<file path="config.mk">
export PLATFORM = sky130hd
export DESIGN_NAME = nrdiv_top
export DESIGN_NICKNAME = d
export VERILOG_FILES = /design/src/rtl/nrdiv_pkg.sv /design/src/rtl/nrdiv_step.sv /design/src/rtl/nrdiv_fix.sv /design/src/rtl/nrdiv_seq.sv /design/src/rtl/nrdiv_top.sv
export SDC_FILE = /design/constraint.sdc
export NUM_CORES = 1
export LEC_CHECK = 0
export BUFFER_PORTS_ARGS = -buffer_cell sky130_fd_sc_hd__buf_2
export CORE_MARGIN = 2
export CORE_UTILIZATION = 50
export CTS_CLUSTER_DIAMETER = 60
export DETAILED_ROUTE_END_ITERATION = 8
export GPL_ROUTABILITY_DRIVEN = 0
export GPL_TIMING_DRIVEN = 0
export PLACE_DENSITY = 0.67
export RECOVER_POWER = 25
export REMOVE_ABC_BUFFERS = 1
export SLEW_MARGIN = 20
export SYNTH_ARGS = -nofsm -noshare
export SYNTH_HDL_FRONTEND = slang
export SYNTH_HIERARCHICAL = 1
export SYNTH_SLANG_ARGS = --single-unit
export TNS_END_PERCENT = 100
</file>
<file path="constraint.sdc">
create_clock -name clk -period 9.4 [get_ports clk]
set_clock_uncertainty 0.15 [all_clocks]
set_input_delay 0.94 -clock clk [delete_from_list [all_inputs] [get_ports clk]]
set_output_delay 0.94 -clock clk [all_outputs]
set_load 0.1 [all_outputs]
</file>
<file path="src/rtl/nrdiv_pkg.sv">
package nrdiv_pkg;
    typedef enum logic [1:0] {
        NRD_IDLE = 2'd0,
        NRD_RUN  = 2'd1,
        NRD_FIX  = 2'd2
    } nrd_state_e;
endpackage

</file>
<file path="src/rtl/nrdiv_step.sv">
// One non-restoring iteration: joint left shift, then add or subtract.
module nrdiv_step #(
    parameter int W = 8
) (
    input  logic [W:0]   p_in,
    input  logic [W-1:0] a_in,
    input  logic [W-1:0] b_in,
    output logic [W:0]   p_out,
    output logic [W-1:0] a_out
);
    logic [W:0] shifted;
    logic [W:0] b_ext;

    always_comb begin
        shifted = {p_in[W-1:0], a_in[W-1]};
        b_ext   = {1'b0, b_in};
        // sign of the residual before the step picks the operation
        if (p_in[W]) p_out = shifted + b_ext;
        else         p_out = shifted - b_ext;
        a_out = {a_in[W-2:0], ~p_out[W]};
    end
endmodule

</file>
<file path="src/rtl/nrdiv_fix.sv">
// Remainder from the final residual: add the divisor back once if negative.
module nrdiv_fix #(
    parameter int W = 8
) (
    input  logic [W:0]   p_in,
    input  logic [W-1:0] b_in,
    output logic [W-1:0] rem_out
);
    logic [W:0] sum;

    always_comb begin
        sum     = p_in + {1'b0, b_in};
        rem_out = p_in[W] ? sum[W-1:0] : p_in[W-1:0];
    end
endmodule

</file>
<file path="src/rtl/nrdiv_seq.sv">
module nrdiv_seq
    import nrdiv_pkg::*;
#(
    parameter int W = 8
) (
    input  logic       clk,
    input  logic       rst_n,
    input  logic       start,
    input  logic       zero_div,
    input  logic       step_neg,
    output nrd_state_e state_o,
    output logic       last_o,
    output logic       done_o
);
    localparam int CW = $clog2(W + 1);

    typedef struct packed {
        nrd_state_e    st;
        logic [CW-1:0] cnt;
        logic          done;
    } seq_t;

    seq_t seq_d, seq_q;

    always_comb begin
        seq_d      = seq_q;
        seq_d.done = 1'b0;
        case (seq_q.st)
            NRD_IDLE: begin
                if (start) begin
                    if (zero_div) begin
                        seq_d.done = 1'b1;
                    end else begin
                        seq_d.st  = NRD_RUN;
                        seq_d.cnt = CW'(W);
                    end
                end
            end
            NRD_RUN: begin
                seq_d.cnt = seq_q.cnt - 1'b1;
                if (seq_q.cnt == CW'(1)) begin
                    if (step_neg) begin
                        seq_d.st = NRD_FIX;
                    end else begin
                        seq_d.st   = NRD_IDLE;
                        seq_d.done = 1'b1;
                    end
                end
            end
            NRD_FIX: begin
                seq_d.st   = NRD_IDLE;
                seq_d.done = 1'b1;
            end
            default: seq_d.st = NRD_IDLE;
        endcase
    end

    always_ff @(posedge clk or negedge rst_n) begin
        if (!rst_n) begin
            seq_q.st   <= NRD_IDLE;
            seq_q.cnt  <= '0;
            seq_q.done <= 1'b0;
        end else begin
            seq_q <= seq_d;
        end
    end

    assign state_o = seq_q.st;
    assign last_o  = (seq_q.cnt == CW'(1));
    assign done_o  = seq_q.done;

    // the correction cycle always ends the operation
    p_fix_then_done_r3: assert property (@(posedge clk) disable iff (!rst_n)
        (seq_q.st == NRD_FIX) |=> seq_q.done);

    // completion is only ever reported from idle
    p_done_idle_r4: assert property (@(posedge clk) disable iff (!rst_n)
        seq_q.done |-> (seq_q.st == NRD_IDLE));

    // the counter is never zero while iterating
    p_cnt_live_r3: assert property (@(posedge clk) disable iff (!rst_n)
        (seq_q.st == NRD_RUN) |-> (seq_q.cnt != '0));
endmodule

</file>
<file path="src/rtl/nrdiv_top.sv">
module nrdiv_top
    import nrdiv_pkg::*;
#(
    parameter int W = 8
) (
    input  logic         clk,
    input  logic         rst_n,
    input  logic         start,
    input  logic [W-1:0] dividend,
    input  logic [W-1:0] divisor,
    output logic         busy,
    output logic         done,
    output logic [W-1:0] quotient,
    output logic [W-1:0] remainder,
    output logic         div_zero
);
    localparam int PW = W + 1;

    typedef struct packed {
        logic [PW-1:0] p;
        logic [W-1:0]  a;
        logic [W-1:0]  b;
        logic [W-1:0]  quo;
        logic [W-1:0]  rem;
        logic          dz;
    } dp_t;

    dp_t dp_d, dp_q;

    nrd_state_e   st;
    logic         last;
    logic         zero_div;
    logic [PW-1:0] step_p;
    logic [W-1:0] step_a;
    logic [W-1:0] fix_rem;

    assign zero_div = (divisor == '0);

    nrdiv_step #(.W(W)) u_step (
        .p_in (dp_q.p),
        .a_in (dp_q.a),
        .b_in (dp_q.b),
        .p_out(step_p),
        .a_out(step_a)
    );

    nrdiv_fix #(.W(W)) u_fix (
        .p_in   (dp_q.p),
        .b_in   (dp_q.b),
        .rem_out(fix_rem)
    );

    nrdiv_seq #(.W(W)) u_seq (
        .clk     (clk),
        .rst_n   (rst_n),
        .start   (start),
        .zero_div(zero_div),
        .step_neg(step_p[W]),
        .state_o (st),
        .last_o  (last),
        .done_o  (done)
    );

    always_comb begin
        dp_d = dp_q;
        case (st)
            NRD_IDLE: begin
                if (start) begin
                    if (zero_div) begin
                        dp_d.quo = '1;
                        dp_d.rem = dividend;
                        dp_d.dz  = 1'b1;
                    end else begin
                        dp_d.p  = '0;
                        dp_d.a  = dividend;
                        dp_d.b  = divisor;
                        dp_d.dz = 1'b0;
                    end
                end
            end
            NRD_RUN: begin
                dp_d.p = step_p;
                dp_d.a = step_a;
                if (last && !step_p[W]) begin
                    dp_d.quo = step_a;
                    dp_d.rem = step_p[W-1:0];
                end
            end
            NRD_FIX: begin
                dp_d.quo = dp_q.a;
                dp_d.rem = fix_rem;
            end
            default: ;
        endcase
    end

    always_ff @(posedge clk or negedge rst_n) begin
        if (!rst_n) dp_q <= '0;
        else        dp_q <= dp_d;
    end

    assign busy      = (st != NRD_IDLE);
    assign quotient  = dp_q.quo;
    assign remainder = dp_q.rem;
    assign div_zero  = dp_q.dz;

    // non-restoring invariant, -B <= P < B while iterating
    p_residual_bound_r2: assert property (@(posedge clk) disable iff (!rst_n)
        (st == NRD_RUN) |-> (($signed(dp_q.p) < $signed({1'b0, dp_q.b})) &&
                             ($signed(dp_q.p) >= -$signed({1'b0, dp_q.b}))));

    // the correction cycle is entered only with a negative residual
    p_fix_neg_r3: assert property (@(posedge clk) disable iff (!rst_n)
        (st == NRD_FIX) |-> dp_q.p[W]);

    // remainder below the divisor on completion
    p_rem_lt_div_r9: assert property (@(posedge clk) disable iff (!rst_n)
        (done && !div_zero) |-> (remainder < dp_q.b));

    // zero-divisor completion returns an all-ones quotient
    p_zero_quo_r6: assert property (@(posedge clk) disable iff (!rst_n)
        (done && div_zero) |-> (quotient == '1));

    // a start while busy leaves the held divisor alone
    p_busy_ignore_r8: assert property (@(posedge clk) disable iff (!rst_n)
        (busy && start) |=> $stable(dp_q.b));
endmodule

</file>
# [Word-level counts from Yosys, hierarchy flattened]
# Index checks and enable logic that the tools add are counted.
[classes] n_bitwise=2 n_eq_ne=8 n_addsub=4 n_mux=18 reduce_logical=12
[ops] op="$pmux 16 s3" count=1
[ops] op="$mux 42" count=1
[ops] op="$pmux 17 s2" count=1
[ops] op="$mux 16" count=2
[ops] op="$mux 25" count=1
[ops] op="$add 9x8->9" count=1
[ops] op="$mux 9" count=1
[ops] op="$reduce_and 3->1" count=3
[ops] op="$sub 9x8->9" count=1
[ops] op="$add 8x8->8" count=1
[ops] op="$logic_not 8->1" count=1
[ops] op="$mux 8" count=1
[ops] op="$ne 2x2->1 const B" count=4
[ops] op="$pmux 4 s2" count=1
[ops] op="$mux 7" count=1
[ops] op="$mux 6" count=1
[ops] op="$eq 4x1->1 const B" count=1
[ops] op="$mux 2" count=2
[ops] op="$pmux 2 s2" count=1
[ops] op="$reduce_and 4->1" count=1
[ops] op="$reduce_bool 2->1" count=2
[ops] op="$sub 4x1->4 const B" count=1
[ops] op="$mux 1" count=3
[ops] op="$pmux 1 s3" count=1
[ops] op="other kinds (9)" count=10
[totals] regBits=49 input_bits=19 out_inout_bits=19

# [Longest topological paths before layout]
# Gate-level depths: netlist of run 1.
[depth] depth_word=6 depth_mapped=14 mapped_depth_nobuf=13

# [Cells and area by module]
# The synthesis of run 1 kept the hierarchy.
[by_module_without_submodules] mod="nrdiv_top" cells_each=201 instances=1 area_each_um2=2264.7 seq_area_each_um2=1051.0
[by_module_without_submodules] mod="nrdiv_step" cells_each=78 instances=1 area_each_um2=590.6 seq_area_each_um2=0.0
[by_module_without_submodules] mod="nrdiv_fix" cells_each=57 instances=1 area_each_um2=445.4 seq_area_each_um2=0.0
[by_module_without_submodules] mod="nrdiv_seq" cells_each=36 instances=1 area_each_um2=377.9 seq_area_each_um2=175.2

# [Least setup slack after synthesis of run 1]
# No wires, ideal clock.
[synth_path] path_type="reg-to-reg" start="reg dp_q[17] (netlist name)" end="reg dp_q, in the netlist quotient[6]" path_slack_ps=6043 setup_ps=125 arrival_time_ps=3082 path_stages_with_launch=15 cell_sequence="dfrtp_1 inv_1 ha_1 nor2_1 xor2_1 ha_1 nor2b_1 o31a_1 o221ai_2 xor2_1 nand2b_1 a221o_1 buf_2 buf_6 mux2_4"
[synth_between] elab_chain_len=6 elab_cells_between_ends=7
[synth_lines] element="start: declaration" line_no="nrdiv_top.sv:28" rtl="dp_t dp_d, dp_q;"
[synth_lines] element="start signal: assignment" line_no="nrdiv_top.sv:99" rtl="else dp_q <= dp_d;"
[synth_lines] element="$sub 9x8->9 / $add 9x8->9 (equally long branches)" line_no="nrdiv_step.sv:19, nrdiv_step.sv:18"
[synth_lines] element="$mux 9 *" line_no="nrdiv_step.sv:18" rtl="if (p_in[W]) p_out = shifted + b_ext;"
[synth_lines] element="named net step_p[8]" line_no="nrdiv_top.sv:33" rtl="logic [PW-1:0] step_p;"
[synth_lines] element="$logic_not 1->1 *" line_no="nrdiv_top.sv:84" rtl="if (last && !step_p[W]) begin"
[synth_lines] element="$logic_and 1x1->1 *" line_no="nrdiv_top.sv:84"
[synth_lines] element="$ne 2x2->1 (no line) *"
[synth_lines] element="$reduce_and 4->1 (no line) *"
# Mark *: on every way through the listed nets, which the timed path passes. The rest lies on a longest branch.
# A chain may end at the register's enable or synchronous reset.

# [Worst setup path after layout of run 1]
[layout_path] start="reg dp_q[17] (netlist name)" end="reg dp_q, in the netlist quotient[1]"
# The elaborated chain is that of the path after synthesis.

==> results.yml, run 1 <==
global_routing:
  grt_overflow: 0
  grt_use_met2_pct: 30.3
  use_met1_pct: 27.1
  gr-usage-all-layers_pct: 19.0
  busiest_layer: "met2"
  grt_first_pass_wirelength_um: 12600
  antenna_found_initial: 0
  use_met3_pct: 3.02
  grt_max_degree: 50
  grt_pass1_vias: 2624
detailed_routing:
  routed_wl_um: 7580
  vias_per_cell: 5.70
  wl_per_cell_um: 15.9
  first_iter_violations: 152
  ant_nets: 0
  route.detailed.drc: 0
  dr.pass1.iters: 4
  vias: 2719
cells_and_area:
  design_area_mm2: 0.00384
  post-route-util_pct: 53.5
  area_delta_synth_final_pct: 4.46
  antenna_cells: 0
  nets: 420
  drive_gt1_share_pct: 25.1
die:
  die_width_um: 89.8
  die_y_um: 89.8
  fp.coreArea_mm2: 0.00718
  row_count: 31
  ioPinCount: 38
  die-area_mm2: 0.00806
  start_util_pct: 51.3
logic_synthesis:
  ys_ff_latch: 49
  syn_avg_cell_area_um2: 9.89
  ys_seq_area_share_pct: 33.3
  synthCells: 372
  synth-edff-count: 0
  ys.flop_type: "dfrtp_1"
  syn_area_mm2: 0.00368
  synthArstFlopShare_pct: 100
  netlist-cell-type-count: 58
  ys_warn_count: 6
critical_path:
  critPathArrivalTime_ps: 4200
  path_max_fanout: 16
  crit_path_start_kind: "flop"
  criticalPathCategory: "flop to flop"
  end_kind: "flop"
  cp_data_required_time_ps: 9440
run_status:
  outcome: "finished, violations left"
  violations: "capacitance limit, slew limit"
placement:
  hpwl_um: 5630
  port_buffers: 37
  placed_cell_area_mm2: 0.00373
cts:
  clk_latency_ps: 300
  cts_root_buffer: "clkbuf_8"
  ctsHoldBuffers: 0
  post_cts_buffers: 0
  cts_sinks: 49
  cts_tree: "yes"
  htree_levels: 2
  clk_pin_slew_ps: 90
  cts.path.max_buffers: 2
  numCtsBuffers: 5
  cts_resized: 0
timing:
  slew_violations: 50
  relSlewSlack_pct: -74.0
  setup_viol: 0
  post-route-period-util_pct: 44.2
  post-route-min-period_ps: 4150
  hold_violations: 0
  rsz0062_at_grt: "false"
  fmax_mhz: 241
  fin_setup_tns_ps: 0
  tightest_slew_ps: 2610
  whs_ps: 343
run:
  maxCapViolCount: 1
min_path:
  hold_class: "flop to flop"
per-layer routing:
metal / wire, µm / vias to the layer above
li1: - / 1311
met1: 3620 / 1331
met2: 3560 / 66
met3: 291 / 11
met4: 101 / 0
met5: 0 / -
through the flow:
| stage | worst slack [ps] | instances |
|---|---|---|
| floorplan | 5870 | 333 |
| global placement | 5340 | 469 |
| detailed placement | 5310 | 469 |
| CTS | 5280 | 477 |
| global route | 4990 | 477 |
| finish | 5250 | 477 |
synthesized netlist by cell type, types with 4 or more instances:
cell / instances / area share, %
a21o_1: 4 / 0.82
a21oi_1: 19 / 2.6
a22o_1: 7 / 1.7
a22oi_1: 7 / 1.4
a32o_1: 7 / 1.9
buf_4: 26 / 5.3
clkbuf_1: 10 / 1.0
dfrtp_1: 49 / 33
ha_1: 22 / 7.5
inv_1: 27 / 2.8
mux2_2: 25 / 7.7
mux2_4: 11 / 4.5
mux2i_1: 13 / 3.5
nand2_1: 37 / 3.8
nand2b_1: 4 / 0.68
nor2_1: 14 / 1.4
nor2b_1: 4 / 0.68
nor3_1: 8 / 1.1
o21ai_0: 4 / 0.54
o21ai_1: 5 / 0.68
xnor2_1: 7 / 1.7
xor2_1: 8 / 1.9
cell usage in the layout, fill, tap and decap left out, types with 11 or more instances in the layout:
cell type / n
nor2_1: 14
ha_1: 22
dfrtp_1: 49
mux2i_1: 13
inv_1: 27
a21oi_1: 19
buf_2: 36
nand2_1: 37
mux2_4: 11
mux2_2: 25
registers in the layout (all words and copies together) (netlist names):
register / flops
u_seq/state_o: 2
u_seq/done_o: 1
u_seq/seq_q: 4
div_zero: 1
dp_q: 25
remainder: 8
quotient: 8
worst max-delay path: stages (launching register included):
cell	delay (ps)
dfrtp_1	480
inv_1	100
ha_1	310
mux2_1	330
inv_1	90
fa_1	240
nor2b_1	80
o31a_1	300
o221ai_2	250
xor2_1	380
nand2b_1	160
a221o_1	750
mux2_2	420
logic make-up after synthesis:
kind of cell               synth area share, %
AOI/OAI and AO/OA                         17.4
and+or+nand+nor                           10.5
buffers and inverters                     10.1
muxes                                     16.0
DFF                                       33.3
adders and majority gates                 8.57
xor gates and xnor gates                  4.01
layout make-up:
| type | instances | area, µm² |
|---|---|---|
| Sequential cell | 49 | 1230 |
| Timing Repair Buffer | 37 | 184 |
| Inverter | 30 | 113 |
| Fill cell | 652 | 3330 |
| Clock inverter | 1 | 30.0 |
| Multi-Input combinational cell | 254 | 2080 |
| Clock buffer | 7 | 86.3 |
| Tap cell | 99 | 124 |
path summary, 6_finish.rpt:
kind	slack [ps]	endpoint	startpoint	cells after the start
hold / removal	340	div_zero	div_zero	2
setup / recovery	5250	quotient[1]	dp_q[17]	12
hold reg to reg	340	div_zero	div_zero	2
min in group asynchronous	1290	remainder[3]	rst_n	1
max in group asynchronous	6320	dp_q[24]	rst_n	1
setup reg to reg	5250	quotient[1]	dp_q[17]	12
Power of run 1 is not shown: default switching activity piles up to over one toggle a cycle in this logic, so the estimate is an artifact.
==> run 2, diff against run 1 <==
- ABC_AREA: unset -> 1
- PLACE_DENSITY: 0.67 -> 0.7
- clock period: 9.4 -> 3.67 ns (I/O delays scaled with it)
==> results.yml, run 2 <==
logic_synthesis:
  yosysMostFrequentCell: "nand2_1"
  ys_warn_count: 6
  ys_seq_area_share_pct: 31.3
  synth_xor_area_share_pct: 2.01
  syn_area_mm2: 0.00392
  synth_top_area_share_pct: 31.3
  syn_avg_cell_area_um2: 6.71
  synthSimpleGateAreaFrac_pct: 40.9
  synthMuxAreaShare_pct: 0
  synth_common_cells: "nand2_1, nand3_1, inv_1"
  synth_fa_ha_area_share_pct: 8.05
  synthTopCellsByArea: "dfrtp_1, nand2_1, nand3_1"
  ys_ff_latch: 49
  synth_compound_area_share_pct: 4.21
  synthCells: 584
  netlist-cell-type-count: 36
  ys.flop_type: "dfrtp_1"
  synthArstFlopShare_pct: 100
  synth-edff-count: 0
  synth_top_family_by_area: "simple AND/OR/NAND/NOR gates"
  yosys.area.top_type: "dfrtp_1"
die:
  die-area_mm2: 0.00856
  fp.coreArea_mm2: 0.00765
  ioPinCount: 38
  start_util_pct: 51.2
  row_count: 32
  die_y_um: 92.5
  die_width_um: 92.5
critical_path:
  end_kind: "flop"
  crit_path_start_kind: "flop"
  criticalPathCategory: "flop to flop"
  cp_data_required_time_ps: 3780
  path_max_fanout: 14
  startpoint: "dp_q[18]"
  r2r-start: "dp_q[18]"
  critPathArrivalTime_ps: 3360
cells_and_area:
  nets: 631
  max_flop_register: "dp_q"
  largest_reg_flops: 25
  drive_gt1_share_pct: 12.1
  area_delta_synth_final_pct: 2.68
  antenna_cells: 0
  layout_commonest_cell: "nand2_1"
  layout_common_cells: "nand2_1, nand3_1, inv_1"
  fill_cells: 788
timing:
  fmax_mhz: 307
  setup_viol: 0
  post-route-period-util_pct: 88.6
  tightest_slew_ps: 1260
  slew_violations: 0
  post-route-min-period_ps: 3250
  rsz0062_at_grt: "false"
  fin_setup_tns_ps: 0
  relSlewSlack_pct: 16.3
  hold_violations: 0
detailed_routing:
  dr.pass1.iters: 5
  wl_per_cell_um: 12.9
  vias_per_cell: 5.14
  ant_nets: 0
  first_iter_violations: 221
  vias: 3552
  routed_wl_um: 8900
  route.detailed.drc: 0
global_routing:
  antenna_found_initial: 0
  grt_max_degree: 50
  grt_overflow: 0
  grt_pass1_vias: 3408
  gr-usage-all-layers_pct: 21.7
  grt_first_pass_wirelength_um: 15200
run_status:
  outcome: "finished, final reports clean"
cts:
  cts_tree: "yes"
  htree_levels: 2
  cts_resized: 0
  clk_latency_ps: 320
  cts_root_buffer: "clkbuf_8"
  clk_pin_slew_ps: 100
  cts_sinks: 49
  cts.path.max_buffers: 2
  numCtsBuffers: 5
min_path:
  holdCritStartpoint: "divisor[4]"
  hold_class: "input pin to flop"
run:
  maxCapViolCount: 0
placement:
  port_buffers: 37
  hpwl_um: 6490
[run 2: cells by family (layout without fill, tap and decap cells)]
| kind of cell | count (synthesis) | in the layout |
|---|---|---|
| AND/OR/NAND/NOR | 374 | 374 |
| buffers and inverters | 100 | 105 |
| flip-flops | 49 | 49 |
| AO/OA/AOI/OAI | 28 | 28 |
| adder cells (fa/ha/maj) | 24 | 24 |
| XOR/XNOR | 9 | 9 |
[run 2: routing by layer]
layer	wire length [µm]	track usage, %
met1	4250	29.5
met2	4150	36.5
met4	76	4.73
met3	430	3.50
met5	0	0
[run 2: metrics by stage]
step | area [µm²] | util, % | hold slack [ps] | setup WS [ps] | cells
CTS | 4020 | 52.6 | 157 | 149 | 690
finish | 4020 | 52.6 | 155 | 417 | 691
global route | 4020 | 52.6 | 160 | 96.0 | 691
floorplan | 3610 | - | -78.6 | 659 | 542
detailed placement | 3920 | 51.3 | 293 | 170 | 681
global placement | 3920 | 51.2 | 299 | 265 | 681
[run 2: final cells by class]
type / instances / area (µm²) / share of cell area (%)
multi-input cells: 435 / 2160 / 53.7
flip-flops and latches: 49 / 1230 / 30.5
inverters: 58 / 218 / 5.41
repair buffers: 39 / 203 / 5.04
well taps: 102 / 128 / 3.17
clock buffers: 5 / 68.8 / 1.71
clock inverters: 3 / 21.3 / 0.529
[run 2: worst paths after layout]
check / to / slack [ps] / cells past startpoint
worst max register to register: remainder[6] / 420 / 19
max in group asynchronous: dp_q[22] / 1910 / 2
worst min-delay path: dp_q[21] / 160 / 3
worst min register to register: quotient[1] / 330 / 2
worst max-delay path: remainder[6] / 420 / 19
min in group asynchronous: dp_q[18] / 700 / 2
[run 2: critical path, stage by stage, from the launching register on]
cell and delay, ps:
dfrtp_1 460, inv_1 70, ha_1 270, inv_1 30, o21ai_0 220, inv_1 90, fa_1 430, nand3b_1 170
nand2_1 150, nand2_1 90, nand2_2 90, inv_2 40, nand2_1 50, nand2_1 80, inv_1 60, nand2_1 80
a21oi_4 220, buf_4 240, nand3_1 110, nand2_1 90
[run 2: timing repair]
item                                    in CTS  in global routing
buffers inserted                             0                  1
endpoints found under the hold margin       49                  0
hold buffers                                 1                  0
endpoints found under the setup margin       0                 16
Power of run 2 is left out for the same reason.
==> run 3, diff against run 2 <==
- ABC_AREA: 1 -> unset
- PLACE_DENSITY: 0.7 -> 0.67
- SKIP_CTS_REPAIR_TIMING: unset -> 1
- clock period: 3.67 -> 3.35 ns (I/O delays scaled with it)
==> results.yml, run 3 (synthesis results as in run 1) <==
run_status:
  outcome: "finished, violations left"
  violations: "setup timing"
run:
  maxCapViolCount: 0
cells_and_area:
  antenna_cells: 0
  fill_cells: 627
  drive_gt1_share_pct: 30.7
  largest_reg_flops: 25
  layout_commonest_cell: "dfrtp_1"
  area_delta_synth_final_pct: 9.01
  post-route-util_pct: 55.9
  layout_common_cells: "dfrtp_1, nand2_1, buf_2"
  max_flop_register: "dp_q"
  nets: 430
timing:
  setup_slack_ps: -43.3
  tightest_slew_ps: 1210
  post-route-min-period_ps: 3390
  setup_viol: 12
  relSlewSlack_pct: 19.5
  post-route-period-util_pct: 101
  rsz0062_at_grt: "true"
  hold_violations: 0
  slew_violations: 0
  fmax_mhz: 295
cts:
  cts_root_buffer: "clkbuf_8"
  cts_tree: "yes"
  htree_levels: 2
  cts.path.max_buffers: 2
  clk_latency_ps: 300
  clk_pin_slew_ps: 90
  cts_sinks: 49
  numCtsBuffers: 5
die:
  start_util_pct: 51.3
  row_count: 31
  die_y_um: 89.8
  ioPinCount: 38
  die-area_mm2: 0.00806
  fp.coreArea_mm2: 0.00718
  die_width_um: 89.8
min_path:
  hold_class: "input pin to flop"
detailed_routing:
  first_iter_violations: 159
  vias: 2786
  routed_wl_um: 7990
  wl_per_cell_um: 16.4
  route.detailed.drc: 0
  dr.pass1.iters: 5
  ant_nets: 0
  vias_per_cell: 5.72
critical_path:
  cp_data_required_time_ps: 3390
  crit_path_start_kind: "flop"
  critPathArrivalTime_ps: 3440
  end_kind: "flop"
  path_max_fanout: 8
  criticalPathCategory: "flop to flop"
global_routing:
  grt_max_degree: 50
  antenna_found_initial: 0
  grt_first_pass_wirelength_um: 12600
  grt_overflow: 0
  gr-usage-all-layers_pct: 19.0
  grt_pass1_vias: 2624
placement:
  hpwl_um: 5630
  port_buffers: 37
==> run 3: cell count changes in the layout (fill, tap and decap cells not counted), sizes merged, moves of 6 or more <==
cell / change
a21oi: +13
a22o: +7
a22oi: +7
a32o: +7
mux2: +37
inv: -30
o21ai: -6
nor3: +7
nand2: -225
buf: +7
mux2i: +13
nand3: -78
==> run 3: per-layer routing <==
layer / up-vias / track usage, % / share of wire [%]
li1: 1338 / - / -
met2: 69 / 30.3 / 48
met4: 0 / 4.87 / 1.2
met1: 1370 / 27.1 / 47
met5: - / 0 / 0
met3: 9 / 3.02 / 4.2
==> run 3: worst paths after layout <==
check                           start  slack, ps      endpoint  depth (start not counted)
setup / recovery             dp_q[18]        -40  remainder[7]                         12
hold / removal             divisor[0]        130      dp_q[17]                          2
setup reg to reg             dp_q[18]        -40  remainder[7]                         12
hold reg to reg              div_zero        340      div_zero                          2
max in group asynchronous       rst_n       1510      dp_q[41]                          2
min in group asynchronous       rst_n        670  remainder[3]                          2
==> run 3: area by class of cell <==
cell class | instances | area [µm²] | share of cell area (%)
Inverter | 30 | 113 | 2.81
Multi-Input combinational cell | 255 | 2170 | 54.1
Tap cell | 99 | 124 | 3.09
Clock buffer | 7 | 86.3 | 2.15
Sequential cell | 49 | 1230 | 30.7
Clock inverter | 1 | 30.0 | 0.749
Timing Repair Buffer | 46 | 255 | 6.37
==> run 3: critical path, stage by stage (launching register included) <==
cell      delay [ps]
dfrtp_2          450
inv_2             90
ha_4             160
nor2_4            30
xor2_1           140
ha_1             360
nor2b_4          150
o31a_1           360
o221ai_4         250
xor2_4           130
nand2b_4         180
a221o_4          490
mux2_4           330
==> run 3: through the flow <==
stage	hold slack (ps)	cell area, µm²	setup TNS, ps	std cells	worst slack [ps]
after CTS	119	3840	-11660	477	-771
after global placement	316	3730	-10780	469	-712
final	134	4010	-321	487	-43.3
after floorplan	-111	3420	-2330	333	-180
after global routing	144	4010	-1710	487	-136
after detailed placement	323	3730	-11210	469	-745
Power of run 3 is left out for the same reason.
